`config.mk`:
```
export PLATFORM = sky130hd
export DESIGN_NAME = sc_cmd_dispatch
export DESIGN_NICKNAME = d
export VERILOG_FILES = /design/src/rtl/sc_pkg.sv /design/src/rtl/sc_cmd_parser.sv /design/src/rtl/sc_resp_ser.sv /design/src/rtl/sc_cmd_dispatch.sv
export SDC_FILE = /design/constraint.sdc
export NUM_CORES = 1
export LEC_CHECK = 0
export ABC_CLOCK_PERIOD_IN_PS = 2310
export BUFFER_PORTS_ARGS = -buffer_cell sky130_fd_sc_hd__buf_2
export CORE_UTILIZATION = 53
export DETAILED_ROUTE_END_ITERATION = 10
export HOLD_SLACK_MARGIN = 0.08
export PLACE_DENSITY = 0.8
export REMOVE_ABC_BUFFERS = 1
export SYNTH_ARGS = -nofsm -noshare
export SYNTH_HDL_FRONTEND = slang
export SYNTH_SLANG_ARGS = --single-unit
```
`constraint.sdc`:
```
create_clock -name clk -period 2.31 [get_ports clk]
set_clock_uncertainty 0.1 [all_clocks]
set_input_delay 0.1155 -clock clk [delete_from_list [all_inputs] [get_ports clk]]
set_output_delay 0.1155 -clock clk [all_outputs]
set_load 0.005 [all_outputs]
```
`src/rtl/sc_pkg.sv`:
```
package sc_pkg;
  typedef enum logic [2:0] {
    ST_SYNC = 3'd0,
    ST_OP   = 3'd1,
    ST_ARG  = 3'd2,
    ST_CALC = 3'd3,
    ST_SEND = 3'd4
  } disp_state_t;
endpackage

```
`src/rtl/sc_cmd_parser.sv`:
```
module sc_cmd_parser
  import sc_pkg::*;
#(
  parameter int BYTE_W  = 8,
  parameter int WORD_W  = 32,
  parameter logic [BYTE_W-1:0] SYNC_B = 8'h41,
  parameter logic [BYTE_W-1:0] OP_LO  = 8'h42,
  parameter logic [BYTE_W-1:0] OP_HI  = 8'h43,
  parameter logic [BYTE_W-1:0] OP_MON = 8'h44,
  parameter logic [BYTE_W-1:0] OP_MOF = 8'h45
) (
  input  logic              clk,
  input  logic              rst_n,
  input  logic              rx_valid,
  input  logic [BYTE_W-1:0] rx_data,
  input  logic              calc_done,
  input  logic              ser_last,
  output disp_state_t       state,
  output logic              calc_start,
  output logic              calc_prec,
  output logic [WORD_W-1:0] calc_phase,
  output logic              mod_en,
  output logic              res_load
);
  localparam int NB = WORD_W / BYTE_W;
  localparam int CW = (NB > 1) ? $clog2(NB) : 1;
  localparam logic [CW-1:0] LAST_IDX = CW'(NB - 1);

  disp_state_t       st_q, st_d;
  logic [CW-1:0]     cnt_q, cnt_d;
  logic [WORD_W-1:0] ph_q, ph_d;
  logic              prec_q, prec_d;
  logic              mod_q, mod_d;
  logic              start_q, start_d;

  always_comb begin
    st_d    = st_q;
    cnt_d   = cnt_q;
    ph_d    = ph_q;
    prec_d  = prec_q;
    mod_d   = mod_q;
    start_d = 1'b0;
    case (st_q)
      ST_SYNC: if (rx_valid && rx_data == SYNC_B) st_d = ST_OP;
      ST_OP: if (rx_valid) begin
        st_d = ST_SYNC;
        if (rx_data == OP_LO || rx_data == OP_HI) begin
          prec_d = (rx_data == OP_HI);
          cnt_d  = '0;
          st_d   = ST_ARG;
        end else if (rx_data == OP_MON) begin
          mod_d = 1'b1;
        end else if (rx_data == OP_MOF) begin
          mod_d = 1'b0;
        end
      end
      ST_ARG: if (rx_valid) begin
        ph_d = {rx_data, ph_q[WORD_W-1:BYTE_W]};
        if (cnt_q == LAST_IDX) begin
          st_d    = ST_CALC;
          start_d = 1'b1;
        end else begin
          cnt_d = cnt_q + 1'b1;
        end
      end
      ST_CALC: if (calc_done) st_d = ST_SEND;
      ST_SEND: if (ser_last) st_d = ST_SYNC;
      default: st_d = ST_SYNC;
    endcase
  end

  always_ff @(posedge clk or negedge rst_n) begin
    if (!rst_n) begin
      st_q    <= ST_SYNC;
      cnt_q   <= '0;
      ph_q    <= '0;
      prec_q  <= 1'b0;
      mod_q   <= 1'b0;
      start_q <= 1'b0;
    end else begin
      st_q    <= st_d;
      cnt_q   <= cnt_d;
      ph_q    <= ph_d;
      prec_q  <= prec_d;
      mod_q   <= mod_d;
      start_q <= start_d;
    end
  end

  assign state      = st_q;
  assign calc_start = start_q;
  assign calc_prec  = prec_q;
  assign calc_phase = ph_q;
  assign mod_en     = mod_q;
  assign res_load   = (st_q == ST_CALC) && calc_done;

  // a non-sync byte in the sync slot keeps the parser in the sync slot
  p_sync_drop_r1: assert property (@(posedge clk) disable iff (!rst_n)
    (st_q == ST_SYNC && rx_valid && rx_data != SYNC_B) |=> (st_q == ST_SYNC));

  // mode-on opcode sets the mode flag on the next cycle
  p_mod_on_r5: assert property (@(posedge clk) disable iff (!rst_n)
    (st_q == ST_OP && rx_valid && rx_data == OP_MON) |=> mod_q);

  // start is a one-cycle pulse
  p_start_pulse_r11: assert property (@(posedge clk) disable iff (!rst_n)
    start_q |=> !start_q);

  // start only ever accompanies the calculating state
  p_start_calc_r3: assert property (@(posedge clk) disable iff (!rst_n)
    start_q |-> (st_q == ST_CALC));
endmodule

```
`src/rtl/sc_resp_ser.sv`:
```
module sc_resp_ser #(
  parameter int BYTE_W = 8,
  parameter int WORD_W = 32
) (
  input  logic              clk,
  input  logic              rst_n,
  input  logic              load,
  input  logic [WORD_W-1:0] sin_in,
  input  logic [WORD_W-1:0] cos_in,
  input  logic              tx_ready,
  output logic              tx_valid,
  output logic [BYTE_W-1:0] tx_data,
  output logic              last
);
  localparam int NBYTES = 2 * WORD_W / BYTE_W;
  localparam int CW     = $clog2(NBYTES);
  localparam logic [CW-1:0] LAST_IDX = CW'(NBYTES - 1);

  logic [2*WORD_W-1:0] sh_q, sh_d;
  logic [CW-1:0]       cnt_q, cnt_d;
  logic                vld_q, vld_d;
  logic                fire;

  assign fire = vld_q && tx_ready;
  assign last = fire && (cnt_q == LAST_IDX);

  always_comb begin
    sh_d  = sh_q;
    cnt_d = cnt_q;
    vld_d = vld_q;
    if (load) begin
      sh_d  = {cos_in, sin_in};
      cnt_d = '0;
      vld_d = 1'b1;
    end else if (fire) begin
      sh_d  = sh_q >> BYTE_W;
      cnt_d = cnt_q + 1'b1;
      if (cnt_q == LAST_IDX) vld_d = 1'b0;
    end
  end

  always_ff @(posedge clk or negedge rst_n) begin
    if (!rst_n) begin
      sh_q  <= '0;
      cnt_q <= '0;
      vld_q <= 1'b0;
    end else begin
      sh_q  <= sh_d;
      cnt_q <= cnt_d;
      vld_q <= vld_d;
    end
  end

  assign tx_valid = vld_q;
  assign tx_data  = sh_q[BYTE_W-1:0];

  // a stalled byte stays offered and unchanged
  p_stall_hold_r9: assert property (@(posedge clk) disable iff (!rst_n)
    (vld_q && !tx_ready) |=> (vld_q && $stable(tx_data)));
endmodule

```
`src/rtl/sc_cmd_dispatch.sv`:
```
module sc_cmd_dispatch
  import sc_pkg::*;
#(
  parameter int BYTE_W = 8,
  parameter int WORD_W = 32
) (
  input  logic              clk,
  input  logic              rst_n,
  input  logic              rx_valid,
  input  logic [BYTE_W-1:0] rx_data,
  input  logic              tx_ready,
  output logic              tx_valid,
  output logic [BYTE_W-1:0] tx_data,
  output logic              calc_start,
  output logic              calc_prec,
  output logic [WORD_W-1:0] calc_phase,
  input  logic              calc_done,
  input  logic [WORD_W-1:0] calc_sin,
  input  logic [WORD_W-1:0] calc_cos,
  output logic              ready,
  output logic              busy_calc,
  output logic              mod_active,
  output logic              sending
);
  disp_state_t st;
  logic        res_load;
  logic        ser_last;

  sc_cmd_parser #(.BYTE_W(BYTE_W), .WORD_W(WORD_W)) u_parse (
    .clk        (clk),
    .rst_n      (rst_n),
    .rx_valid   (rx_valid),
    .rx_data    (rx_data),
    .calc_done  (calc_done),
    .ser_last   (ser_last),
    .state      (st),
    .calc_start (calc_start),
    .calc_prec  (calc_prec),
    .calc_phase (calc_phase),
    .mod_en     (mod_active),
    .res_load   (res_load)
  );

  sc_resp_ser #(.BYTE_W(BYTE_W), .WORD_W(WORD_W)) u_ser (
    .clk      (clk),
    .rst_n    (rst_n),
    .load     (res_load),
    .sin_in   (calc_sin),
    .cos_in   (calc_cos),
    .tx_ready (tx_ready),
    .tx_valid (tx_valid),
    .tx_data  (tx_data),
    .last     (ser_last)
  );

  always_comb begin
    ready     = (st == ST_SYNC) || (st == ST_OP) || (st == ST_ARG);
    busy_calc = (st == ST_CALC);
    sending   = (st == ST_SEND);
  end

  // activity flags are one-hot
  p_flags_onehot_r8: assert property (@(posedge clk) disable iff (!rst_n)
    $countones({ready, busy_calc, sending}) == 1);

  // bytes arriving while busy leave the mode flag untouched
  p_busy_ignore_r7: assert property (@(posedge clk) disable iff (!rst_n)
    ((busy_calc || sending) && rx_valid) |=> $stable(mod_active));

  // the serializer only offers bytes while the sending flag is up
  p_tx_in_send_r4: assert property (@(posedge clk) disable iff (!rst_n)
    tx_valid |-> sending);
endmodule

```
Yosys cells after proc, flatten, opt, wreduce, memory -nomap -nowiden

Cells that the tools add are included.

Add/sub/neg operators: 2
Equal/unequal tests: 19
Mux-type cells: 25
Bitwise gates (word level): 1
Reductions and logical operators: 18

Operators by type and width:

| cell                | count |
|---|---|
| $mux 64             | 2 |
| $eq 8x7->1 const B  | 5 |
| $mux 3              | 8 |
| $pmux 3 s5          | 1 |
| $mux 2              | 5 |
| $mux 1              | 8 |
| $ne 2x1->1 const B  | 4 |
| $ne 2x2->1 const B  | 4 |
| $reduce_bool 2->1   | 4 |
| $eq 3x2->1 const B  | 2 |
| $eq 3x3->1 const B  | 2 |
| $reduce_and 6->1    | 1 |
| $reduce_and 5->1    | 1 |
| $logic_and 1x1->1   | 4 |
| $pmux 2 s2          | 1 |
| $reduce_and 2->1    | 2 |
| $reduce_and 4->1    | 1 |
| $add 3x1->3 const B | 1 |
| $eq 3x1->1 const B  | 1 |
| $logic_not 3->1     | 1 |
| $logic_or 1x1->1    | 3 |
| $reduce_and 3->1    | 1 |
| $add 2x1->2 const B | 1 |
| $eq 2x2->1 const B  | 1 |
| $not 1->1           | 1 |

Bits in registers: 108
Input bits: 77
Output and inout bits: 47
Logic and storage cells: 74

Longest topological paths before layout

Depth in word-level cells: 5
Depth in mapped cells: 6
Mapped depth without buffers: 5

Modules after synthesis

A second synthesis with hierarchy kept.

Cell total of the unflattened synthesis: 503
Area, all modules: 5506.5 um^2

Modules (own cells, without submodules):

| module          | instances | cells each | area an instance (um^2) | seq. area each (um^2) |
|---|---|---|---|---|
| sc_resp_ser     | 1         | 381        | 3758.6                  | 1701.6 |
| sc_cmd_parser   | 1         | 119        | 1721.7                  | 1001.0 |
| sc_cmd_dispatch | 1         | 3          | 26.3                    | 0.0 |

Worst setup path before layout

OpenSTA, ideal clock, no wires.

Path kind: flip-flop to flip-flop
From: register u_parse.st_q[1] (netlist: u_parse.state[1])
To: register u_parse.prec_q (netlist: u_parse.calc_prec)
Setup time: 0.128 ns
Arrival time: 1.505 ns
Path slack: 0.578 ns
Cell stages (with the launch flop): 4
Period minus slack after synthesis: 1.732 ns
Cell sequence: dfrtp_1 or4b_4 nor4_4 mux2_1

Word-level cells in the longest chain between the ends: 2

RTL lines:

| item                       | line                | source |
|---|---|---|
| start, declared            | sc_cmd_parser.sv:29 | `disp_state_t st_q, st_d;` |
| start signal, assigned     | sc_cmd_parser.sv:81 | `st_q <= st_d;` |
| $eq 3x1->1                 | sc_cmd_parser.sv:43 | `case (st_q)` |
| $reduce_and 3->1 (no line) | --                  |  |
| end signal, assigned       | sc_cmd_parser.sv:84 | `prec_q <= prec_d;` |
| end, declared              | sc_cmd_parser.sv:32 | `logic prec_q, prec_d;` |

Every way passes these cells.
A chain may end at the register's enable or synchronous reset.

Worst setup path in the final report

From: register u_parse.st_q[1] (netlist: u_parse.state[1])
To: register u_parse.mod_q (netlist: u_parse.mod_en)

Word-level cells in the longest chain between the ends: 2

RTL lines:

| item                       | line                | source |
|---|---|---|
| $eq 3x1->1                 | sc_cmd_parser.sv:43 |  |
| $reduce_and 4->1 (no line) | --                  |  |
| end signal, assigned       | sc_cmd_parser.sv:85 | `mod_q <= mod_d;` |
| end, declared              | sc_cmd_parser.sv:33 | `logic mod_q, mod_d;` |

Every way passes these cells.

==> metrics.txt <==
largest area contributor in the netlist sky130_fd_sc_hd__dfrtp_1; library cells used by synthesis 35; initial detailed-routing violation count 188; largest family of logic cells by synthesized area simple AND/OR/NAND/NOR gates; sequential power share approximately 57%; smallest hold slack 0.1929 ns; WL final 11,350 um; antenna diode count 0; adder and majority gate portion of the synthesized area 0.7792%; endpoints failing setup 0; share of layout cells above drive strength 1 22.75%; Power Dens Cells 513.6 nW/um2; Syn-to-layout area delta 34.93%; share of Yosys cell area claimed by the top area cell type 56.10%; H-Tree Level Count 3; post-route design area 6500 um2; post-CTS clock slew at the launch and capture registers of the worst setup and hold paths 0.10 ns; critical path type flop to flop; crit-path cells buf_4 -> nor4b_1 -> nand4_1 -> mux2i_1 -> dlygate4sd3_1; Register-to-Register Setup Slack 0.12 ns; kind of cell adding the most delay to the critical path buffers and inverters; Setup crit start kind flop; global routing usage summed across all routing layers 25.41%; insertion delay of the later-clocked pin in the worst-skew pair 0.36 ns; initial antenna violation count 0; Worst IR Drop VDD around 0.43 mV; Post-Syn Area ~4800 um2; HPWL Detailed 6420 um; average instance area after synthesis approximately 9.8 um2; proportion of synthesized chip area in sequential cells 56.10%; Post-CTS Hold Buffers 77; xor-xnor portion of the synthesized cell area less than 1%; combinational share of power 7.1%; number of flops mapped to enable cells by yosys 0; maxcap violations 0; Post-layout nets 752; buffer type at the clock tree root sky130_fd_sc_hd__clkbuf_8; count of state elements after synthesis 108; Initial Utilization 54.97%; pin count of the biggest net entering global routing 124; Die Y-Extent around 97 um; run status finished clean; global route overflow 0; DRC violations left 0; Slew Limit Headroom 61.15%; synthesized-area fraction occupied by and/or/nand/nor cells 19.48%; total leakage power around 3.7 nW; Chip Width 97.34 um; critical-path maximum fanout 12; crit path DAT 2.34 ns; Sw Pwr ~0.00073 W; met1 GRT Util a little under a third; area after detailed placement 5513 um2; Slowest cell on crit path sky130_fd_sc_hd__dlygate4sd3_1; final critical-path share of the clock period 94.88%; number of clock buffers inserted by TritonCTS 9; final RePlAce weighted congestion 0.8138; prevailing post-synth register cell sky130_fd_sc_hd__dfrtp_1; sinks on the clock net 108; number of warnings printed during yosys synthesis 0; RSZ-0062 raised after global routing no; GR Util met2 45.50%; FMAX 456.3 MHz; max incr delay on CP 0.55 ns; number of cell rows 34; min Tclk post-route 2.192 ns; port bufs approximately 120; max-slew violation count 0; top cells by area, synth sky130_fd_sc_hd__dfrtp_1, sky130_fd_sc_hd__nand2_1, sky130_fd_sc_hd__mux2i_1; actual transition at the worst max-transition pin 0.5747 ns; total iterations of the first detailed-routing run 5; required time worst endpoint about 2.5 ns; Post-CTS Setup Bufs 0; type of the worst min-delay path input pin to async pin; area enclosed by the die boundary approximately 9500 um2; total number of vias 4,079; clock network power share 36.2%; via density per instance 5.196; via count of the first global-routing pass 4,193; final core area utilization 74.17%; Max Buffers Root-to-Sink 2; type of element capturing the critical path flop; net switching fraction of the power ~22%; Core Region 8763 um2; busiest layer in global routing met2; clock tree from TritonCTS yes; post-cts sizing count 0; Internal Power 0.002609 W; proportion of register bits with asynchronous set or reset after synthesis 100.0%; complex-gate fraction of the synthesized area 6.831%; Global Route met3 Usage 4.101%; total I/O pin count between 100 and 150; Detail Route Antenna Nets 0; buffers plus inverters on the worst setup path 2; mux share of post-synthesis cell area 12.29%; Avg WL per Cell 14.46 um; synthesized netlist cell count 492; wire length of the first global-routing pass about 19,000 um; number of hold violations in the final report 0
[per-layer routing]
metal  vias up  routed length (um)
li1       1987                   -
met1      1945                4572
met2       117                6119
met3        30                 404
met4         0                 255
met5         -                   0
[Yosys cell counts (2+ instances only)]
library cell and n:
sky130_fd_sc_hd__a21oi_1 3, sky130_fd_sc_hd__and2_1 2, sky130_fd_sc_hd__buf_2 13, sky130_fd_sc_hd__buf_4 9, sky130_fd_sc_hd__clkbuf_1 16, sky130_fd_sc_hd__dfrtp_1 108
sky130_fd_sc_hd__ha_1 3, sky130_fd_sc_hd__inv_1 2, sky130_fd_sc_hd__mux2i_1 58, sky130_fd_sc_hd__nand2_1 179, sky130_fd_sc_hd__nand3_1 11, sky130_fd_sc_hd__nand4b_1 4
sky130_fd_sc_hd__nor2_1 2, sky130_fd_sc_hd__nor2b_1 2, sky130_fd_sc_hd__nor3b_1 2, sky130_fd_sc_hd__nor4b_1 2, sky130_fd_sc_hd__o21ai_0 57, sky130_fd_sc_hd__o21bai_1 2
[registers in the layout, indices dropped and copies added, names as in the netlist]
signal              cells
u_ser.cnt_q             3
u_ser.tx_valid          1
u_parse.calc_prec       1
u_parse.calc_start      1
u_ser.sh_q             64
u_parse.calc_phase     32
u_parse.cnt_q           2
u_parse.mod_en          1
u_parse.state           3
[final timing paths]
kind | from | end | depth (start not counted)
min in group clk | u_parse.calc_phase[1]$_DFFE_PN0P_ | u_parse.calc_phase[1]$_DFFE_PN0P_ | 2
min reg2reg | u_parse.calc_phase[1]$_DFFE_PN0P_ | u_parse.calc_phase[1]$_DFFE_PN0P_ | 2
min | rst_n | u_ser.sh_q[59]$_DFFE_PN0P_ | 2
max | u_parse.state[1]$_DFFE_PN0P_ | u_parse.mod_en$_DFFE_PN0P_ | 5
max reg2reg | u_parse.state[1]$_DFFE_PN0P_ | u_parse.mod_en$_DFFE_PN0P_ | 5
max in group asynchronous | rst_n | u_parse.calc_phase[3]$_DFFE_PN0P_ | 3
[final cells by class]
| type | instances | area, um2 |
|---|---|---|
| sequential | 108 | 2703 |
| tap | 108 | 135.1 |
| inverter | 2 | 7.507 |
| clock buffer | 11 | 151.4 |
| timing repair buffer | 209 | 1506 |
| multi-input combinational | 342 | 1932 |
| clock inverter | 5 | 65.06 |
| fill | 606 | 2263 |
[cells by family (layout without fill, tap and decap cells)]
kind of cell / after synthesis / count (layout)
xor gates and xnor gates: 1 / 1
buffers and inverters: 42 / 227
and+or+nand+nor: 215 / 215
adders and majority gates: 3 / 3
AOI/OAI and AO/OA: 64 / 64
muxes: 59 / 59
DFF: 108 / 108
[layout by cell type, fill, tap and decap left out, types with 2 or more instances in the layout]
master	netlist	layout
sky130_fd_sc_hd__nor2b_1	2	2
sky130_fd_sc_hd__mux2i_1	58	58
sky130_fd_sc_hd__nand3_1	11	11
sky130_fd_sc_hd__buf_4	9	6
sky130_fd_sc_hd__buf_12	0	4
sky130_fd_sc_hd__clkbuf_8	0	11
sky130_fd_sc_hd__buf_2	13	122
sky130_fd_sc_hd__nand2_1	179	178
sky130_fd_sc_hd__nor2_1	2	2
sky130_fd_sc_hd__o21bai_1	2	2
sky130_fd_sc_hd__nor4b_1	2	2
sky130_fd_sc_hd__o21ai_0	57	57
sky130_fd_sc_hd__ha_1	3	3
sky130_fd_sc_hd__nor3b_1	2	2
sky130_fd_sc_hd__dfrtp_1	108	108
sky130_fd_sc_hd__a21oi_1	3	3
sky130_fd_sc_hd__and2_1	2	2
sky130_fd_sc_hd__dlygate4sd3_1	0	77
sky130_fd_sc_hd__inv_6	0	3
sky130_fd_sc_hd__nand4b_1	4	4
sky130_fd_sc_hd__inv_1	2	2
[through the flow]
stage / worst slack (ns) / TNS (ns) / total power [W] / cells
2_1_floorplan: -1.045 / -79.28 / 0.001942 / 452
3_3_place_gp: 0.5684 / 0 / 0.002062 / 692
3_5_place_dp: 0.4873 / 0 / 0.002064 / 692
4_1_cts: 0.2461 / 0 / 0.003378 / 785
5_1_grt: 0.06186 / 0 / 0.003466 / 785
6_report: 0.1183 / 0 / 0.003338 / 785
[power by group through the flow]
stage / Combinational (W) / Sequential, W / Clock [W]
floorplan: 0.0000111 / 0.00193 / 0
finish: 0.000238 / 0.00189 / 0.00121
detailed placement: 0.000134 / 0.00193 / 0
CTS: 0.000234 / 0.00189 / 0.00125
global placement: 0.000132 / 0.00193 / 0
global route: 0.000261 / 0.00189 / 0.00131
No activity file was read; power rests on OpenSTA's default activity.
